### config.mk
export PLATFORM = sky130hd
export DESIGN_NAME = dmc_cache
export DESIGN_NICKNAME = d
export VERILOG_FILES = /design/src/rtl/dmc_pkg.sv /design/src/rtl/dmc_store.sv /design/src/rtl/dmc_ctrl.sv /design/src/rtl/dmc_cache.sv
export SDC_FILE = /design/constraint.sdc
export NUM_CORES = 1
export LEC_CHECK = 0
export BUFFER_PORTS_ARGS = -buffer_cell sky130_fd_sc_hd__buf_2
export CAP_MARGIN = 5
export CORE_UTILIZATION = 51
export DETAILED_ROUTE_END_ITERATION = 8
export MAX_ROUTING_LAYER = met4
export PLACE_DENSITY = 0.72
export SYNTH_ARGS = -nofsm -noshare
export SYNTH_HDL_FRONTEND = slang
export SYNTH_HIERARCHICAL = 1
export SYNTH_SLANG_ARGS = --single-unit
export TNS_END_PERCENT = 50
### constraint.sdc
create_clock -name clk -period 4.1 [get_ports clk]
set_input_delay 0.205 -clock clk [delete_from_list [all_inputs] [get_ports clk]]
set_output_delay 0.205 -clock clk [all_outputs]
set_load 0.01 [all_outputs]
### src/rtl/dmc_pkg.sv
package dmc_pkg;
    parameter int unsigned TAG_W  = 3;
    parameter int unsigned IDX_W  = 2;
    parameter int unsigned OFF_W  = 1;
    parameter int unsigned DATA_W = 8;

    localparam int unsigned ADDR_W = TAG_W + IDX_W + OFF_W;
    localparam int unsigned LINES  = 1 << IDX_W;
    localparam int unsigned WORDS  = 1 << OFF_W;

    typedef enum logic [1:0] {
        ST_IDLE,
        ST_WBACK,
        ST_FILL,
        ST_RESP
    } state_e;

    typedef struct packed {
        logic                         valid;
        logic                         dirty;
        logic [TAG_W-1:0]             tag;
        logic [WORDS-1:0][DATA_W-1:0] data;
    } line_t;

    typedef struct packed {
        state_e                       st;
        logic [OFF_W-1:0]             cnt;
        logic                         we;
        logic [ADDR_W-1:0]            addr;
        logic [DATA_W-1:0]            wdata;
        logic [WORDS-1:0][DATA_W-1:0] fill;
        logic [DATA_W-1:0]            rdata;
    } ctrl_regs_t;
endpackage

### src/rtl/dmc_store.sv
module dmc_store
    import dmc_pkg::*;
(
    input  logic             clk,
    input  logic             rst_n,
    input  logic             flush_en,
    input  logic [IDX_W-1:0] rd_idx,
    output line_t            rd_line,
    input  logic             wr_en,
    input  logic [IDX_W-1:0] wr_idx,
    input  line_t            wr_line
);
    line_t [LINES-1:0] lines_all;
    logic  [LINES-1:0] valid_vec;

    for (genvar g = 0; g < LINES; g++) begin : g_line
        line_t line_d, line_q;

        always_comb begin
            line_d = line_q;
            if (flush_en) begin
                line_d.valid = 1'b0;
            end else if (wr_en && (wr_idx == IDX_W'(g))) begin
                line_d = wr_line;
            end
        end

        always_ff @(posedge clk or negedge rst_n) begin
            if (!rst_n) line_q <= '0;
            else        line_q <= line_d;
        end

        assign lines_all[g] = line_q;
        assign valid_vec[g] = line_q.valid;
    end

    assign rd_line = lines_all[rd_idx];

    // after a flush no line may still be valid
    assert_flush_clears_R10: assert property (@(posedge clk) disable iff (!rst_n)
        flush_en |=> (valid_vec == '0));
endmodule

### src/rtl/dmc_ctrl.sv
module dmc_ctrl
    import dmc_pkg::*;
(
    input  logic              clk,
    input  logic              rst_n,
    input  logic              flush,
    input  logic              cpu_req,
    input  logic              cpu_we,
    input  logic [ADDR_W-1:0] cpu_addr,
    input  logic [DATA_W-1:0] cpu_wdata,
    output logic              cpu_ready,
    output logic [DATA_W-1:0] cpu_rdata,
    output logic              mem_req,
    output logic              mem_we,
    output logic [ADDR_W-1:0] mem_addr,
    output logic [DATA_W-1:0] mem_wdata,
    input  logic              mem_ack,
    input  logic [DATA_W-1:0] mem_rdata,
    output logic [IDX_W-1:0]  st_rd_idx,
    input  line_t             st_line,
    output logic              st_wr_en,
    output logic [IDX_W-1:0]  st_wr_idx,
    output line_t             st_wr_line,
    output logic              st_flush
);
    localparam logic [OFF_W-1:0] LAST_WORD = OFF_W'(WORDS - 1);

    ctrl_regs_t r_d, r_q;
    line_t      new_line;

    logic [TAG_W-1:0] in_tag, l_tag;
    logic [IDX_W-1:0] in_idx, l_idx;
    logic [OFF_W-1:0] in_off, l_off;
    logic             hit;

    assign in_tag = cpu_addr[ADDR_W-1 -: TAG_W];
    assign in_idx = cpu_addr[OFF_W +: IDX_W];
    assign in_off = cpu_addr[OFF_W-1:0];
    assign l_tag  = r_q.addr[ADDR_W-1 -: TAG_W];
    assign l_idx  = r_q.addr[OFF_W +: IDX_W];
    assign l_off  = r_q.addr[OFF_W-1:0];

    assign st_rd_idx = (r_q.st == ST_IDLE) ? in_idx : l_idx;
    assign hit       = st_line.valid && (st_line.tag == in_tag);

    always_comb begin
        r_d        = r_q;
        new_line   = st_line;
        st_wr_en   = 1'b0;
        st_wr_idx  = l_idx;
        st_wr_line = st_line;
        st_flush   = 1'b0;
        mem_req    = 1'b0;
        mem_we     = 1'b0;
        mem_addr   = '0;
        mem_wdata  = '0;

        unique case (r_q.st)
            ST_IDLE: begin
                if (flush) begin
                    st_flush = 1'b1;
                end else if (cpu_req) begin
                    r_d.addr  = cpu_addr;
                    r_d.we    = cpu_we;
                    r_d.wdata = cpu_wdata;
                    r_d.cnt   = '0;
                    if (hit) begin
                        r_d.st = ST_RESP;
                        if (cpu_we) begin
                            st_wr_en                   = 1'b1;
                            st_wr_idx                  = in_idx;
                            st_wr_line.data[in_off]    = cpu_wdata;
                            st_wr_line.dirty           = 1'b1;
                            r_d.rdata                  = cpu_wdata;
                        end else begin
                            r_d.rdata = st_line.data[in_off];
                        end
                    end else if (st_line.valid && st_line.dirty) begin
                        r_d.st = ST_WBACK;
                    end else begin
                        r_d.st = ST_FILL;
                    end
                end
            end
            ST_WBACK: begin
                mem_req   = 1'b1;
                mem_we    = 1'b1;
                mem_addr  = {st_line.tag, l_idx, r_q.cnt};
                mem_wdata = st_line.data[r_q.cnt];
                if (mem_ack) begin
                    if (r_q.cnt == LAST_WORD) begin
                        r_d.cnt = '0;
                        r_d.st  = ST_FILL;
                    end else begin
                        r_d.cnt = OFF_W'(r_q.cnt + 1);
                    end
                end
            end
            ST_FILL: begin
                mem_req  = 1'b1;
                mem_addr = {l_tag, l_idx, r_q.cnt};
                if (mem_ack) begin
                    r_d.fill[r_q.cnt] = mem_rdata;
                    if (r_q.cnt == LAST_WORD) begin
                        new_line.valid = 1'b1;
                        new_line.dirty = r_q.we;
                        new_line.tag   = l_tag;
                        new_line.data  = r_d.fill;
                        if (r_q.we) new_line.data[l_off] = r_q.wdata;
                        st_wr_en   = 1'b1;
                        st_wr_line = new_line;
                        r_d.rdata  = new_line.data[l_off];
                        r_d.cnt    = '0;
                        r_d.st     = ST_RESP;
                    end else begin
                        r_d.cnt = OFF_W'(r_q.cnt + 1);
                    end
                end
            end
            ST_RESP: r_d.st = ST_IDLE;
            default: r_d.st = ST_IDLE;
        endcase
    end

    always_ff @(posedge clk or negedge rst_n) begin
        if (!rst_n) begin
            r_q    <= '0;
            r_q.st <= ST_IDLE;
        end else begin
            r_q <= r_d;
        end
    end

    assign cpu_ready = (r_q.st == ST_RESP);
    assign cpu_rdata = r_q.rdata;

    // completion is a single-cycle pulse
    assert_ready_pulse_R11: assert property (@(posedge clk) disable iff (!rst_n)
        cpu_ready |=> !cpu_ready);

    // a pending memory transfer is held steady until acknowledged
    assert_mem_hold_R12: assert property (@(posedge clk) disable iff (!rst_n)
        (mem_req && !mem_ack) |=> (mem_req && $stable(mem_addr) && $stable(mem_we) && $stable(mem_wdata)));

    // memory writes only ever carry a valid, modified victim
    assert_wb_dirty_only_R6: assert property (@(posedge clk) disable iff (!rst_n)
        (mem_req && mem_we) |-> (st_line.valid && st_line.dirty));

    // no memory traffic while completing a request
    assert_no_mem_on_ready_R3: assert property (@(posedge clk) disable iff (!rst_n)
        cpu_ready |-> !mem_req);
endmodule

### src/rtl/dmc_cache.sv
module dmc_cache
    import dmc_pkg::*;
(
    input  logic              clk,
    input  logic              rst_n,
    input  logic              flush,
    input  logic              cpu_req,
    input  logic              cpu_we,
    input  logic [ADDR_W-1:0] cpu_addr,
    input  logic [DATA_W-1:0] cpu_wdata,
    output logic              cpu_ready,
    output logic [DATA_W-1:0] cpu_rdata,
    output logic              mem_req,
    output logic              mem_we,
    output logic [ADDR_W-1:0] mem_addr,
    output logic [DATA_W-1:0] mem_wdata,
    input  logic              mem_ack,
    input  logic [DATA_W-1:0] mem_rdata
);
    logic [IDX_W-1:0] st_rd_idx, st_wr_idx;
    line_t            st_line, st_wr_line;
    logic             st_wr_en, st_flush;

    dmc_ctrl u_ctrl (
        .clk        (clk),
        .rst_n      (rst_n),
        .flush      (flush),
        .cpu_req    (cpu_req),
        .cpu_we     (cpu_we),
        .cpu_addr   (cpu_addr),
        .cpu_wdata  (cpu_wdata),
        .cpu_ready  (cpu_ready),
        .cpu_rdata  (cpu_rdata),
        .mem_req    (mem_req),
        .mem_we     (mem_we),
        .mem_addr   (mem_addr),
        .mem_wdata  (mem_wdata),
        .mem_ack    (mem_ack),
        .mem_rdata  (mem_rdata),
        .st_rd_idx  (st_rd_idx),
        .st_line    (st_line),
        .st_wr_en   (st_wr_en),
        .st_wr_idx  (st_wr_idx),
        .st_wr_line (st_wr_line),
        .st_flush   (st_flush)
    );

    dmc_store u_store (
        .clk      (clk),
        .rst_n    (rst_n),
        .flush_en (st_flush),
        .rd_idx   (st_rd_idx),
        .rd_line  (st_line),
        .wr_en    (st_wr_en),
        .wr_idx   (st_wr_idx),
        .wr_line  (st_wr_line)
    );
endmodule

==> qor_table.md <==
| Metric | Reported |
| --- | --- |
| Sequential fraction of the synthesis area | 0.4389 |
| Floorplan die width | 120.7 µm |
| Core ar. | 13830 µm² |
| Final GP Congestion | 0.9026 |
| Delay of the slowest cell on the worst path | 0.52 ns |
| Cell repeated most along the worst path | sky130_fd_sc_hd__mux2_4 |
| Initial DRC count | 411 |
| Max frequency | 257.4 MHz |
| Final hold violation count | 0 |
| Proportion of register bits with asynchronous set or reset after synthesis | 1.000 |
| Layout cells sized above 1 | 0.4646 |
| Number of pins with negative max-slew slack in the final report | 0 |
| Kind of cell adding the most delay to the critical path | multiplexers |
| Routed length per placed instance | 23.59 µm |
| Critical path type | flip-flop to flip-flop |
| Setup TNS Final | 0 ns |
| Cell at the slowest stage of the critical path | sky130_fd_sc_hd__mux4_2 |
| Remaining DRCs | 0 |
| Cell Rows | 43 |
| Synthesized flop and latch total | 126 |
| Post-route clock period utilization | 0.9474 |
| Sinks on the clock net | 126 |
| Initial antenna violation count | 0 |
| Power per cell area | 749.8 nW/µm² |
| Max-capacitance violation count | 0 |
| Worst VDD drop | 0.5143 mV |
| Netlist area before placement | 7183 µm² |
| Yosys Warn Count | 6 |
| Remaining max-slew budget at the tightest pin | 0.4282 |
| Outcome | completed |
| Antenna diode count | 0 |
| Largest net degree at the start of global routing | 67 |
| GR Util All Layers | 0.2801 |
| Setup-violating endpoint count in the final report | 0 |
| Synth top area share | 0.4389 |
| Flip-flop cell with the highest count after synthesis | sky130_fd_sc_hd__dfrtp_1 |
| Post-synth top area cell | sky130_fd_sc_hd__dfrtp_1 |
| Critical path cell sequence | inv_1 > ha_1 > mux2_4 > mux4_2 > xnor2_4 > nand4_1 > or2_1 > mux2_2 > and4bb_2 > buf_4 > mux2_4 |
| Critical path fanouts, max | 9 |
| Final net count | 615 |
| Count of port buffers added during placement | 52 |
| Max clock buf depth | 2 |
| WP data arrival | 4.19 ns |
| CTS root buffer | sky130_fd_sc_hd__clkbuf_16 |
| Avg Cell Area, Syn | 13.50 µm² |
| Chip height | 120.7 µm |
| Number of distinct library cells after synthesis | 58 |
| HPWL after DPL | 12.46 mm |
| Path type of the worst min-delay path | input port to flip-flop |
| DR vias | 4885 |
| Capturing element type of the critical path | flip-flop |
| Final Routed Wirelength | 18.26 mm |
| Cell types with the largest area share after synthesis | sky130_fd_sc_hd__dfrtp_1, sky130_fd_sc_hd__mux2_2, sky130_fd_sc_hd__mux2_4, sky130_fd_sc_hd__mux4_2, sky130_fd_sc_hd__mux2i_1 |
| Global-route wire length before repair | 29.30 mm |
| Minimum clock period after layout | 3.884 ns |
| Area of the die | 14560 µm² |
| Initial core utilization | 0.5195 |
| Depth of the CTS H-tree | 4 |
| Clock transition time at the flip-flop clock pins of the worst setup and hold paths | 0.06 ns |
| Power after layout | 6.147 mW |
| Data required time of the critical path | 4.40 ns |
| Worst path buffer plus inverter count | 2 |
| Post-route ant nets | 0 |
| Clock skew after layout | 0.008929 ns |
| Cells after synthesis | 532 |
| Startpoint kind of the worst setup timing path | flip-flop |
| Overall overflow remaining after global route | 0 |
| Total I/O pin count | 53 |
| Leakage | 3.857 nW |
| First-pass detailed-route iteration total | 4 |
| Number of enable flip-flop cells after synthesis | 0 |
| Number of nets in the synthesized netlist | 565 |
| Vias per cell | 6.311 |
| Clock tree from TritonCTS | built |
| Cts bufs inserted | 17 |
| Vias in the first global route | 5220 |
| Post-synthesis to final-layout area growth | 14.13% |
| Least-Margin Pin Slew | 0.8577 ns |
| Worst-skew pair later-pin latency | 0.42 ns |
==> layer usage <==
metal  wire length, µm  part of all wire  track usage  up-vias
li1                  -                 -            -     2107
met1              7972              0.44       0.3603     2552
met2              8745              0.48       0.4379      186
met3              1094             0.060      0.05943       40
met4               444             0.024       0.1042        0
met5                 0                 0            -        -
==> repair_timing <==
action                                 4_1_cts  5_1_grt
setup endpoints to repair                    0       60
resized for setup                            0        8
hold buffers                                 1        0
setup buffers                                0        1
endpoints found under the hold margin       64        0
==> power breakdown <==
| part | leakage [nW] | switching [mW] | internal (mW) |
|---|---|---|---|
| combinational | 1.88 | 1.37 | 1.24 |
| clock | 0.298 | 0.553 | 1.02 |
| sequential | 1.68 | 0.295 | 1.66 |
==> cells by family after synthesis <==
kind of cell | after synthesis | share of synthesized area
simple gates | 93 | 0.07891
buf+inv | 45 | 0.04163
mux | 182 | 0.3341
xor+xnor | 3 | 0.004704
flops | 126 | 0.4389
fa+ha+maj | 5 | 0.008709
compound gates | 78 | 0.09302
==> Yosys cell counts (8+ instances only) <==
cell type                    n
sky130_fd_sc_hd__buf_4      14
sky130_fd_sc_hd__mux2i_1    29
sky130_fd_sc_hd__mux2_4     40
sky130_fd_sc_hd__mux2_2     91
sky130_fd_sc_hd__and2_1     10
sky130_fd_sc_hd__buf_6       9
sky130_fd_sc_hd__nand2b_1   10
sky130_fd_sc_hd__a221o_1    15
sky130_fd_sc_hd__nor2b_1    13
sky130_fd_sc_hd__nand3_1    10
sky130_fd_sc_hd__nand2_1    11
sky130_fd_sc_hd__dfrtp_1   126
sky130_fd_sc_hd__o21ai_0    12
sky130_fd_sc_hd__nor2_1     12
sky130_fd_sc_hd__clkbuf_1    8
sky130_fd_sc_hd__mux4_2     21
==> cell type report <==
class                   count  area [µm²]
inverters                   6       22.52
repair buffers             70       411.6
clock buffers              19       442.9
well taps                 180       225.2
clock inverters            12       168.9
multi-input cells         361        3774
flip-flops and latches    126        3153
fillers                  1072        5629
==> registers in the layout, summed over array words and instances, names as in the netlist <==
name and cells:
u_ctrl/l_tag 3, u_ctrl/r_q 28, u_ctrl/l_off 1, u_ctrl/cpu_rdata 8
u_ctrl/l_idx 2, u_store/g_line.line_q 84
==> final timing paths <==
| kind | cells after the start | slack (ns) | to | startpoint |
|---|---|---|---|---|
| setup / recovery | 11 | 0.22 | u_store/g_line[2].line_q[12] | u_ctrl/r_q[40] |
| hold / removal | 2 | 0.06 | u_ctrl/r_q[11] | mem_rdata[3] |
| hold reg to reg | 1 | 0.50 | u_ctrl/r_q[11] | u_ctrl/r_q[11] |
| min in group asynchronous | 2 | 0.45 | u_ctrl/r_q[9] | rst_n |
| max in group asynchronous | 3 | 2.68 | u_store/g_line[2].line_q[11] | rst_n |
| setup reg to reg | 11 | 0.22 | u_store/g_line[2].line_q[12] | u_ctrl/r_q[40] |
==> per-stage QoR <==
| stage | setup WS, ns | hold WS, ns | utilization | instances | cell area, µm² |
|---|---|---|---|---|---|
| 6_report | 0.2155 | 0.06126 | 0.5929 | 774 | 8198 |
| 5_1_grt | -0.0009841 | 0.06030 | 0.5929 | 774 | 8198 |
| 4_1_cts | 0.1230 | 0.04652 | 0.5891 | 773 | 8145 |
| 3_5_place_dp | 0.1414 | 0.3759 | 0.5441 | 741 | 7523 |
| 3_3_place_gp | 0.2843 | 0.3606 | 0.5441 | 741 | 7523 |
| 2_1_floorplan | 0.1982 | -0.09059 | - | 532 | 7183 |
==> cell usage in the layout, fill, tap and decap left out, types with 13 or more instances in the layout <==
| cell | count |
|---|---|
| sky130_fd_sc_hd__mux4_2 | 21 |
| sky130_fd_sc_hd__mux2_4 | 42 |
| sky130_fd_sc_hd__mux2i_1 | 29 |
| sky130_fd_sc_hd__clkbuf_16 | 17 |
| sky130_fd_sc_hd__buf_2 | 51 |
| sky130_fd_sc_hd__dfrtp_1 | 126 |
| sky130_fd_sc_hd__a221o_1 | 15 |
| sky130_fd_sc_hd__mux2_2 | 89 |
| sky130_fd_sc_hd__buf_4 | 15 |
| sky130_fd_sc_hd__nor2b_1 | 13 |
(Power assumes the default switching activity.)
